<file path="config.mk">
export PLATFORM = sky130hd
export DESIGN_NAME = de_timing_monitor
export DESIGN_NICKNAME = d
export VERILOG_FILES = /design/src/rtl/de_mon_pkg.sv /design/src/rtl/de_edge_tracker.sv /design/src/rtl/de_run_counter.sv /design/src/rtl/de_rule_checker.sv /design/src/rtl/de_viol_latch.sv /design/src/rtl/de_data_gate.sv /design/src/rtl/de_timing_monitor.sv
export SDC_FILE = /design/constraint.sdc
export NUM_CORES = 1
export LEC_CHECK = 0
export BUFFER_PORTS_ARGS = -buffer_cell sky130_fd_sc_hd__buf_2
export CORE_MARGIN = 2
export CORE_UTILIZATION = 45
export CTS_CLUSTER_DIAMETER = 150
export DETAILED_ROUTE_END_ITERATION = 7
export SKIP_LAST_GASP = 1
export SYNTH_ARGS = -nofsm -noshare
export SYNTH_HDL_FRONTEND = slang
export SYNTH_SLANG_ARGS = --single-unit
</file>
<file path="constraint.sdc">
create_clock -name clk -period 2.4 [get_ports clk]
set_input_delay 0.48 -clock clk [delete_from_list [all_inputs] [get_ports clk]]
set_output_delay 0.48 -clock clk [all_outputs]
set_load 0.02 [all_outputs]
</file>
<file path="src/rtl/de_mon_pkg.sv">
// Shared types for the data-enable timing monitor.
// Assumes: cause codes are fixed by the requirements (0..4).
package de_mon_pkg;

    // Violation cause codes, lower value wins on a tie
    typedef enum logic [2:0] {
        CAUSE_NONE       = 3'd0,
        CAUSE_SHORT_HIGH = 3'd1,
        CAUSE_SHORT_LOW  = 3'd2,
        CAUSE_ODD_HIGH   = 3'd3,
        CAUSE_ODD_PERIOD = 3'd4
    } cause_e;

    // Strobe edge events for the current clock
    typedef struct packed {
        logic rise;   // de_i is 1 now and was 0 in the previous clock
        logic fall;   // de_i is 0 now and was 1 in the previous clock
        logic armed;  // a rising edge has been seen since reset
    } de_edge_t;

    // Indices of the three length counters
    localparam int RUN_HIGH   = 0;
    localparam int RUN_LOW    = 1;
    localparam int RUN_PERIOD = 2;
    localparam int RUN_COUNT  = 3;

endpackage

</file>
<file path="src/rtl/de_edge_tracker.sv">
// Finds rising and falling edges of the data-enable strobe and records
// whether a first rising edge has occurred since reset.
// Assumes: de_i is synchronous to clk.
module de_edge_tracker
    import de_mon_pkg::*;
(
    input  logic     clk,
    input  logic     rst_n,
    input  logic     de_i,
    output de_edge_t edges_o
);

    logic de_q;
    logic armed_q;

    // Previous strobe value and the first-edge flag
    always_ff @(posedge clk) begin
        if (!rst_n) begin
            de_q    <= 1'b0;
            armed_q <= 1'b0;
        end else begin
            de_q <= de_i;
            if (de_i && !de_q) begin
                armed_q <= 1'b1;
            end
        end
    end

    // Combine the current strobe with the stored one into edge events
    always_comb begin
        edges_o.rise  = de_i && !de_q;
        edges_o.fall  = !de_i && de_q;
        edges_o.armed = armed_q;
    end

    // once armed, the flag stays set until reset
    armed_keep_chk: assert property (@(posedge clk) disable iff (!rst_n)
        armed_q |=> armed_q);

endmodule

</file>
<file path="src/rtl/de_run_counter.sv">
// Saturating length counter. A restart loads 1 (the current clock is the
// first of a new run); otherwise it counts up while advance is high and
// stops at all-ones.
// Assumes: the caller samples cnt_o in the event cycle, before the update.
module de_run_counter #(
    parameter int CNT_W = 16
) (
    input  logic             clk,
    input  logic             rst_n,
    input  logic             restart_i,
    input  logic             advance_i,
    output logic [CNT_W-1:0] cnt_o
);

    localparam logic [CNT_W-1:0] SAT_VAL = {CNT_W{1'b1}};
    localparam logic [CNT_W-1:0] ONE_VAL = CNT_W'(1);

    logic [CNT_W-1:0] cnt_q;

    // Restart, advance or hold the run length
    always_ff @(posedge clk) begin
        if (!rst_n) begin
            cnt_q <= '0;
        end else if (restart_i) begin
            cnt_q <= ONE_VAL;
        end else if (advance_i && (cnt_q != SAT_VAL)) begin
            cnt_q <= cnt_q + ONE_VAL;
        end
    end

    assign cnt_o = cnt_q;


    sat_hold_chk: assert property (@(posedge clk) disable iff (!rst_n)
        (cnt_q == SAT_VAL && advance_i && !restart_i) |=> (cnt_q == SAT_VAL));


    restart_load_chk: assert property (@(posedge clk) disable iff (!rst_n)
        restart_i |=> (cnt_q == ONE_VAL));

endmodule

</file>
<file path="src/rtl/de_rule_checker.sv">
// Applies the strobe timing rules at each edge event and reports a hit and
// its cause. The high time is judged at a falling edge. The low time and the
// period are judged at a rising edge, and only once armed.
// Assumes: counters hold the completed run length in the event cycle.
module de_rule_checker
    import de_mon_pkg::*;
#(
    parameter int CNT_W = 16
) (
    input  de_edge_t         edges_i,
    input  logic             sync_free_i,
    input  logic             hf_mode_i,
    input  logic [CNT_W-1:0] high_len_i,
    input  logic [CNT_W-1:0] low_len_i,
    input  logic [CNT_W-1:0] period_len_i,
    output logic             hit_o,
    output cause_e           cause_o
);

    localparam logic [CNT_W-1:0] SAT_VAL = {CNT_W{1'b1}};
    localparam logic [CNT_W-1:0] MIN_STD = CNT_W'(2);
    localparam logic [CNT_W-1:0] MIN_HF  = CNT_W'(4);

    // A length below the minimum that has not saturated
    function automatic logic too_short(input logic [CNT_W-1:0] len,
                                       input logic [CNT_W-1:0] min_len);
        return (len != SAT_VAL) && (len < min_len);
    endfunction

    // An odd length that has not saturated
    function automatic logic is_odd(input logic [CNT_W-1:0] len);
        return (len != SAT_VAL) && len[0];
    endfunction

    logic [CNT_W-1:0] min_len;

    // Pick the minimum phase length for the mode
    always_comb begin
        min_len = hf_mode_i ? MIN_HF : MIN_STD;
    end

    // Evaluate the rules, lowest cause code first
    always_comb begin
        cause_o = CAUSE_NONE;
        if (!sync_free_i) begin
            if (edges_i.fall) begin
                if (too_short(high_len_i, min_len)) begin
                    cause_o = CAUSE_SHORT_HIGH;
                end else if (hf_mode_i && is_odd(high_len_i)) begin
                    cause_o = CAUSE_ODD_HIGH;
                end
            end else if (edges_i.rise && edges_i.armed) begin
                if (too_short(low_len_i, min_len)) begin
                    cause_o = CAUSE_SHORT_LOW;
                end else if (hf_mode_i && is_odd(period_len_i)) begin
                    cause_o = CAUSE_ODD_PERIOD;
                end
            end
        end
        hit_o = (cause_o != CAUSE_NONE);
    end

endmodule

</file>
<file path="src/rtl/de_viol_latch.sv">
// Sticky violation register. Keeps the first cause until a clear or reset;
// a clear wins over a violation detected in the same clock.
// Assumes: hit_i and cause_i are valid every clock.
module de_viol_latch
    import de_mon_pkg::*;
(
    input  logic   clk,
    input  logic   rst_n,
    input  logic   clr_i,
    input  logic   hit_i,
    input  cause_e cause_i,
    output logic   viol_o,
    output cause_e cause_o
);

    logic   viol_q;
    cause_e cause_q;

    // Capture the first violation, release it on clear
    always_ff @(posedge clk) begin
        if (!rst_n) begin
            viol_q  <= 1'b0;
            cause_q <= CAUSE_NONE;
        end else if (clr_i) begin
            viol_q  <= 1'b0;
            cause_q <= CAUSE_NONE;
        end else if (hit_i && !viol_q) begin
            viol_q  <= 1'b1;
            cause_q <= cause_i;
        end
    end

    assign viol_o  = viol_q;
    assign cause_o = cause_q;


    viol_sticky_chk: assert property (@(posedge clk) disable iff (!rst_n)
        (viol_q && !clr_i) |=> (viol_q && $stable(cause_q)));


    clear_wins_chk: assert property (@(posedge clk) disable iff (!rst_n)
        clr_i |=> (!viol_q && cause_q == CAUSE_NONE));

endmodule

</file>
<file path="src/rtl/de_data_gate.sv">
// Receive-side data path model: registers pixel data while the strobe is
// high and drives zeros while it is low.
// Assumes: one register stage of latency is acceptable.
module de_data_gate #(
    parameter int DATA_W = 12
) (
    input  logic              clk,
    input  logic              rst_n,
    input  logic              de_i,
    input  logic [DATA_W-1:0] pix_i,
    output logic [DATA_W-1:0] pix_o
);

    logic [DATA_W-1:0] pix_q;

    // Pass or blank the pixel word
    always_ff @(posedge clk) begin
        if (!rst_n) begin
            pix_q <= '0;
        end else begin
            pix_q <= de_i ? pix_i : '0;
        end
    end

    assign pix_o = pix_q;


    blank_low_chk: assert property (@(posedge clk) disable iff (!rst_n)
        !de_i |=> (pix_o == '0));


    pass_high_chk: assert property (@(posedge clk) disable iff (!rst_n)
        de_i |=> (pix_o == $past(pix_i)));

endmodule

</file>
<file path="src/rtl/de_timing_monitor.sv">
// Top of the data-enable timing monitor. It tracks strobe edges, measures
// the high, low and period lengths with saturating counters, checks the
// mode rules, latches the first violation and gates the pixel data.
// Assumes: all inputs are synchronous to clk; mode bits are steady
// across a strobe phase.
module de_timing_monitor
    import de_mon_pkg::*;
#(
    parameter int DATA_W = 12,
    parameter int CNT_W  = 16
) (
    input  logic              clk,
    input  logic              rst_n,
    input  logic              de_i,
    input  logic              sync_free_i,
    input  logic              hf_mode_i,
    input  logic              clr_i,
    input  logic [DATA_W-1:0] pix_i,
    output logic              viol_o,
    output logic [2:0]        cause_o,
    output logic [DATA_W-1:0] pix_o
);

    de_edge_t         edges;
    logic [RUN_COUNT-1:0] run_restart;
    logic [RUN_COUNT-1:0] run_advance;
    logic [CNT_W-1:0] run_len [RUN_COUNT];
    logic             rule_hit;
    cause_e           rule_cause;
    cause_e           held_cause;

    de_edge_tracker u_edges (
        .clk     (clk),
        .rst_n   (rst_n),
        .de_i    (de_i),
        .edges_o (edges)
    );

    // Restart and advance conditions of each length counter
    always_comb begin
        run_restart[RUN_HIGH]   = edges.rise;
        run_advance[RUN_HIGH]   = de_i;
        run_restart[RUN_LOW]    = edges.fall;
        run_advance[RUN_LOW]    = !de_i;
        run_restart[RUN_PERIOD] = edges.rise;
        run_advance[RUN_PERIOD] = 1'b1;
    end

    for (genvar g = 0; g < RUN_COUNT; g++) begin : g_run
        de_run_counter #(
            .CNT_W (CNT_W)
        ) u_cnt (
            .clk       (clk),
            .rst_n     (rst_n),
            .restart_i (run_restart[g]),
            .advance_i (run_advance[g]),
            .cnt_o     (run_len[g])
        );
    end

    de_rule_checker #(
        .CNT_W (CNT_W)
    ) u_rules (
        .edges_i      (edges),
        .sync_free_i  (sync_free_i),
        .hf_mode_i    (hf_mode_i),
        .high_len_i   (run_len[RUN_HIGH]),
        .low_len_i    (run_len[RUN_LOW]),
        .period_len_i (run_len[RUN_PERIOD]),
        .hit_o        (rule_hit),
        .cause_o      (rule_cause)
    );

    de_viol_latch u_latch (
        .clk     (clk),
        .rst_n   (rst_n),
        .clr_i   (clr_i),
        .hit_i   (rule_hit),
        .cause_i (rule_cause),
        .viol_o  (viol_o),
        .cause_o (held_cause)
    );

    assign cause_o = held_cause;

    de_data_gate #(
        .DATA_W (DATA_W)
    ) u_gate (
        .clk   (clk),
        .rst_n (rst_n),
        .de_i  (de_i),
        .pix_i (pix_i),
        .pix_o (pix_o)
    );


    free_mode_quiet_chk: assert property (@(posedge clk) disable iff (!rst_n)
        (sync_free_i && !viol_o) |=> !viol_o);


    cause_flag_agree_chk: assert property (@(posedge clk) disable iff (!rst_n)
        $rose(viol_o) |-> (cause_o != 3'd0));

endmodule

</file>
==> flow_metrics.tcl, run 1 <==
set metrics [dict create \
    final_hold_viol_count 0 \
    htree_levels 3 \
    worstHoldStart "pix_i[10]" \
    cts-resized-gates 0 \
    synth_seq_area_share_pct 42.5 \
    port_buffers 33 \
    fp.coreArea_sq_um 6720 \
    ys_async_sr_fraction_pct 0 \
    maxCapViolCount 0 \
    final_max_slew_viol_count 0 \
    synth-seq-cells 66 \
    dieArea_sq_um 7580 \
    r2r-start "g_run[0].u_cnt.cnt_o[0]$_SDFFE_PN0P_" \
    register_area_sq_um 1320 \
    synthToLayoutAreaGrowth_pct 16.5 \
    endpoint_kind "register" \
    pwr-share-seq_pct 45.4 \
    fp.dieW_um 87.1 \
    grt_usage_pct 18.6 \
    clk_latency_ns 0.33 \
    timing.final.crit_share_pct 87.6 \
    layout-drive-gt1-share_pct 15.8 \
    tightestPinTransition_ns 0.539 \
    syn_nets 378 \
    hold_depth 2 \
    syn_area_sq_um 3110 \
    drt_wl_total_um 6450 \
    layout_common_cells "66 x dfxtp_1, 50 x nor2_1, 33 x buf_2, 23 x nand3_1, 21 x and3_1" \
    drc 0 \
    ir_worst_vdd_uv 343 \
    max_freq_mhz 476 \
    start_util_pct 46.2 \
    multi_input_area_sq_um 1700 \
    routed-via-count 2610 \
    slew_headroom_pct 63.8 \
    routabilityCongestion 0.829 \
    synthCells 355 \
    power.switching_w 0.000508 \
    dpl.hpwl_um 4480 \
    critPathLaunchType "register" \
    final_common_cell "dfxtp_1" \
    cts_tree "yes" \
    finish.net_count 411 \
    hold_path.class "in2reg" \
    switching_share_pct 20.4 \
    r2r_cells 6 \
    syn_avg_cell_area_sq_um 8.75 \
    postCtsSetupRepairBufs 0 \
    dr.pass1.iters 4 \
    startpoint "g_run[0].u_cnt.cnt_o[0]$_SDFFE_PN0P_" \
    grt_max_degree 31 \
    r2r_slack_ns 0.30 \
    overflow 0 \
    yosysWarnings 0 \
    synth-edff-count 0 \
    worstReg2RegEnd "u_latch.viol_o$_SDFFE_PP0P_" \
    whs_endpoint "u_gate.pix_o[10]$_SDFF_PN0_" \
    intPower_w 0.00198 \
    rows 30 \
    cts.sinks 66 \
    nFillCells 641 \
    grt_antenna_before_repair 0 \
    drtIter0Drc 112 \
    p_leak_nw 1.39 \
    p_comb_share_pct 4.7 \
    setup_viol_count_final 0 \
    synth_ff_type "dfxtp_1" \
    clock_path_buffers 2 \
    worstPathMaxFanout 8 \
    cts_hold_buffers 0 \
    io_pins 34 \
    numCtsBuffers 9 \
    via_per_inst 5.52 \
    ant_nets 0 \
    crit_arrival_ns 2.33 \
    grt_pass1_wl_um 11300 \
    clk_pin_slew_worst_paths_ns 0.07 \
    die_y_um 87.1 \
    synth_cell_types 46 \
    rsz0062_at_grt "false" \
    whs_ns 0.378 \
    diodes 0 \
    power_density_nw_per_um2 689 \
    grt_pass1_vias 2495 \
    path_class "reg2reg" \
    min_period_ns 2.10 \
    required_ns 2.62 \
    wl_per_cell_um 13.6 \
    timing.setup.tns_ns 0 \
    clkPwrFrac_pct 50.0 \
    clockRootBuffer "clkbuf_8" \
    clock_skew_ns 0.00947 \
    status "finished clean" \
]
[flip-flops by register name (all words and copies together) (netlist names)]
signal / cells
u_edges.de_q: 1
u_gate.pix_o: 12
u_edges.armed_q: 1
g_run.u_cnt.cnt_o: 48
u_latch.viol_o: 1
u_latch.cause_o: 3
[metrics by stage]
stage | worst slack [ns] | total power, W | utilization [%] | instances | area, sq um
2_1_floorplan | 0.545 | 0.00123 | - | 355 | 3110
3_3_place_gp | 0.306 | 0.00127 | 49.9 | 457 | 3350
3_5_place_dp | 0.241 | 0.00127 | 49.9 | 457 | 3350
4_1_cts | 0.297 | 0.00252 | 53.9 | 473 | 3620
5_1_grt | 0.0965 | 0.00259 | 53.9 | 473 | 3620
6_report | 0.297 | 0.00249 | 53.9 | 473 | 3620
[power by group through the flow]
stage          Clock [W]  Combinational [W]  Sequential [W]
2_1_floorplan          0          0.0000636         0.00116
3_3_place_gp           0           0.000117         0.00116
3_5_place_dp           0           0.000118         0.00116
4_1_cts          0.00127           0.000119         0.00113
5_1_grt          0.00132           0.000130         0.00113
6_report         0.00125           0.000116         0.00113
[worst max path at each step]
stage                                           end
6_report                u_latch.viol_o$_SDFFE_PP0P_
5_1_grt                 u_latch.viol_o$_SDFFE_PP0P_
4_1_cts        g_run[0].u_cnt.cnt_o[9]$_SDFFE_PP0P_
3_5_place_dp            u_latch.viol_o$_SDFFE_PP0P_
3_3_place_gp            u_latch.viol_o$_SDFFE_PP0P_
2_1_floorplan           u_latch.viol_o$_SDFFE_PP0P_
[synth_stat cells, drive strengths merged (2+ instances only)]
cell type  count  area share, %
nor4b          2           0.56
o31ai          2           0.48
a21oi          7            1.1
or3            3           0.60
nor3b          2           0.48
and2           4           0.81
nor4          11            2.7
o21a           3           0.73
nand2b         2           0.40
o21ai          8            1.3
buf            2           0.32
o211ai         4           0.97
inv            9            1.1
and3b          2           0.56
nand4         20            4.6
nand4b         2           0.56
xor2          16            4.5
or4            3           0.85
nor2          50            6.0
xnor2         18            5.1
ha             5            2.0
dfxtp         66             43
nor3          11            1.9
nand2         14            1.7
nor2b          4           0.81
and3          21            4.2
nand3         23            3.7
mux2i          4            1.3
and4           5            1.4
clkbuf        13            1.6
a211oi         8            1.9
[critical path: stages, from the launching register on]
cell and delay (ns):
dfxtp_1 0.46, ha_1 0.27, nand4_1 0.19, nor4_4 0.30
a211oi_1 0.12, o22a_1 0.25, o41a_1 0.40
[logic make-up after synthesis]
logic type      after synthesis  share of synthesized area (%)
compound gates               42                           9.39
xor+xnor                     34                           9.59
fa+ha+maj                     5                           2.01
buf+inv                      24                           2.98
flops                        66                           42.5
mux                           4                           1.29
simple gates                180                           32.2
[area by class of cell]
type,count,share of cell area [%]
Multi-Input combinational cell,265,47.0
Sequential cell,66,36.5
Timing Repair Buffer,37,5.39
Clock buffer,11,3.91
Clock inverter,5,3.46
Tap cell,80,2.77
Inverter,9,0.934
[per-layer routing]
metal / vias up / track usage [%] / routed length (um)
li1: 1350 / - / -
met1: 1229 / 23.1 / 3100
met2: 26 / 31.6 / 3060
met3: 5 / 4.74 / 220
met4: 0 / 5.54 / 73
met5: - / 0 / 0
No activity file was read; power rests on OpenSTA's default activity.
==> inputs of run 2 (changes only) <==
SYNTH_HIERARCHICAL = 1   (was not set)
==> flow_metrics.tcl, run 2 <==
set metrics [dict create \
    die_y_um 88.2 \
    synth_cell_types 44 \
    timing.final.crit_share_pct 95.9 \
    drt_wl_total_um 7220 \
    tightestPinTransition_ns 0.660 \
    ant_nets 0 \
    hold_path.class "in2reg" \
    grt_usage_pct 19.2 \
    clk_latency_ns 0.35 \
    yosysWarnings 6 \
    numCtsBuffers 9 \
    final_common_cell "dfxtp_1" \
    setup_viol_count_final 0 \
    cp.buffers_inverters 0 \
    routed-via-count 2931 \
    grt_antenna_before_repair 0 \
    wl_per_cell_um 14.1 \
    overflow 0 \
    dr.pass1.iters 4 \
    cts-resized-gates 0 \
    maxCapViolCount 0 \
    synth_commonest_cells "66 x dfxtp_1, 26 x nand3_1, 24 x a21oi_1" \
    synth_seq_area_share_pct 41.4 \
    dieArea_sq_um 7780 \
    cts_hold_buffers 0 \
    cts.sinks 66 \
    yosysTopAreaCellShare_pct 41.4 \
    crit_chain "nand4_1 -> nor4_1 -> a311o_2 -> a22oi_2 -> or3_1 -> nor2b_4 -> mux2i_1 -> nor2_1" \
    syn_area_sq_um 3190 \
    endpoint_kind "register" \
    dpl.hpwl_um 5240 \
    worstPathMaxFanout 8 \
    clock_path_buffers 2 \
    start_util_pct 46.7 \
    synthTopCellsByArea "dfxtp_1 41%, or4_1 4.9%, nand3_1 4.1%" \
    cp_top_family "simple AND/OR/NAND/NOR gates" \
    grt_pass1_vias 2518 \
    clockRootBuffer "clkbuf_8" \
    fp.dieW_um 88.2 \
    cts_tree "yes" \
    synth-seq-cells 66 \
    crit_arrival_ns 2.54 \
    finish.net_count 434 \
    slowest_stage "nor4_1" \
    synth_most_common_cell "dfxtp_1" \
    required_ns 2.63 \
    pre_cts_ws_ns -0.0646 \
    critPathLaunchType "register" \
    worst_slack_ns 0.0975 \
    fp.coreArea_sq_um 6830 \
    layout-drive-gt1-share_pct 18.8 \
    postCtsSetupRepairBufs 0 \
    clk_pin_slew_worst_paths_ns 0.09 \
    power_density_nw_per_um2 589 \
    rows 30 \
    drtIter0Drc 125 \
    port_buffers 33 \
    synth-edff-count 0 \
    via_per_inst 5.72 \
    syn_avg_cell_area_sq_um 9.02 \
    largest_reg_flops 48 \
    clock_skew_ns 0.0165 \
    max_freq_mhz 434 \
    grt_max_degree 25 \
    critPathMaxStageDelay_ns 0.50 \
    p_leak_nw 1.38 \
    rsz0062_at_grt "false" \
    final_max_slew_viol_count 0 \
    final_hold_viol_count 0 \
    synth_ff_type "dfxtp_1" \
    grt_pass1_wl_um 11800 \
    ys_async_sr_fraction_pct 0 \
    io_pins 34 \
    path_class "reg2reg" \
    slew_headroom_pct 55.5 \
    nFillCells 669 \
    whs_ns 0.367 \
    drc 0 \
    min_period_ns 2.30 \
    diodes 0 \
    layout_common_cells "66 x dfxtp_1, 33 x buf_2, 26 x nand3_1, 24 x a21oi_1, 22 x nor2_1" \
    synthCells 354 \
    synthToLayoutAreaGrowth_pct 18.0 \
    routabilityCongestion 0.811 \
    htree_levels 3 \
    ir_worst_vdd_uv 266 \
    status "finished clean" \
    timing.setup.tns_ns 0 \
    yosysTopAreaCell "dfxtp_1" \
]
## run 2: cell types whose count changed after synthesis, moves of 7 or more
cell / delta
or4_1: +19
nor2_1: -28
a211oi_1: -7
and3_1: -8
o21a_1: +8
o31ai_1: +13
a21oi_1: +17
xor2_1: -13
xnor2_1: -12
clkbuf_1: -10
## run 2: final timing paths
kind / start / to / slack, ns / cells past startpoint
worst max-delay path: g_run[0].u_cnt/cnt_o[5]$_SDFFE_PP0P_ / u_latch/cause_o[2]$_SDFFE_PP0P_ / 0.1 / 8
worst min-delay path: pix_i[5] / u_gate/pix_o[5]$_SDFF_PN0_ / 0.37 / 2
worst max register to register: g_run[0].u_cnt/cnt_o[5]$_SDFFE_PP0P_ / u_latch/cause_o[2]$_SDFFE_PP0P_ / 0.1 / 8
worst min register to register: u_edges/armed_q$_SDFFE_PN0P_ / u_edges/armed_q$_SDFFE_PN0P_ / 0.48 / 1
## run 2: through the flow
step                      cells  utilization, %  cell area (sq um)  power, W
after global placement      496            52.2               3570   0.00130
after floorplan             360               -               3210   0.00124
after CTS                   512            55.1               3770   0.00225
after global routing        512            55.1               3770   0.00231
after detailed placement    496            52.2               3570   0.00130
final                       512            55.1               3770   0.00222
## run 2: metal layers
layer | global-route usage (%) | routed length (um) | share of wire (%) | up-vias
li1 | - | - | - | 1494
met1 | 26.2 | 3580 | 50 | 1354
met2 | 29.7 | 3170 | 44 | 70
met3 | 4.01 | 356 | 4.9 | 13
met4 | 7.71 | 109 | 1.5 | 0
met5 | 0 | 0 | 0 | -
## run 2: power breakdown
group | internal, W | switching [W]
registers | 0.00111 | 0.0000129
clock network | 0.000486 | 0.000462
logic | 0.0000643 | 0.0000807
## run 2: worst register-to-register path, stage by stage, from the launching register on
cell and delay [ns]:
dfxtp_1 0.49, nand4_1 0.15, nor4_1 0.50, a311o_2 0.22, a22oi_2 0.08, or3_1 0.37
nor2b_4 0.16, mux2i_1 0.17, nor2_1 0.06
## run 2: layout make-up
class	count	area (sq um)	share of cell area (%)
Inverter	8	30.0	0.797
Clock inverter	7	76.3	2.03
Clock buffer	9	124	3.29
Sequential cell	66	1320	35.1
Tap cell	96	120	3.19
Multi-Input combinational cell	277	1810	48.1
Timing Repair Buffer	49	285	7.57
## run 2: logic make-up after synthesis
| family | Yosys count | share of synthesized area [%] |
|---|---|---|
| buffers and inverters | 17 | 2.59 |
| AND/OR/NAND/NOR | 163 | 29.9 |
| XOR/XNOR | 9 | 2.47 |
| adder cells (fa/ha/maj) | 5 | 1.96 |
| other | 1 | 0.117 |
| flip-flops | 66 | 41.4 |
| AO/OA/AOI/OAI | 84 | 18.8 |
| multiplexers | 9 | 2.82 |
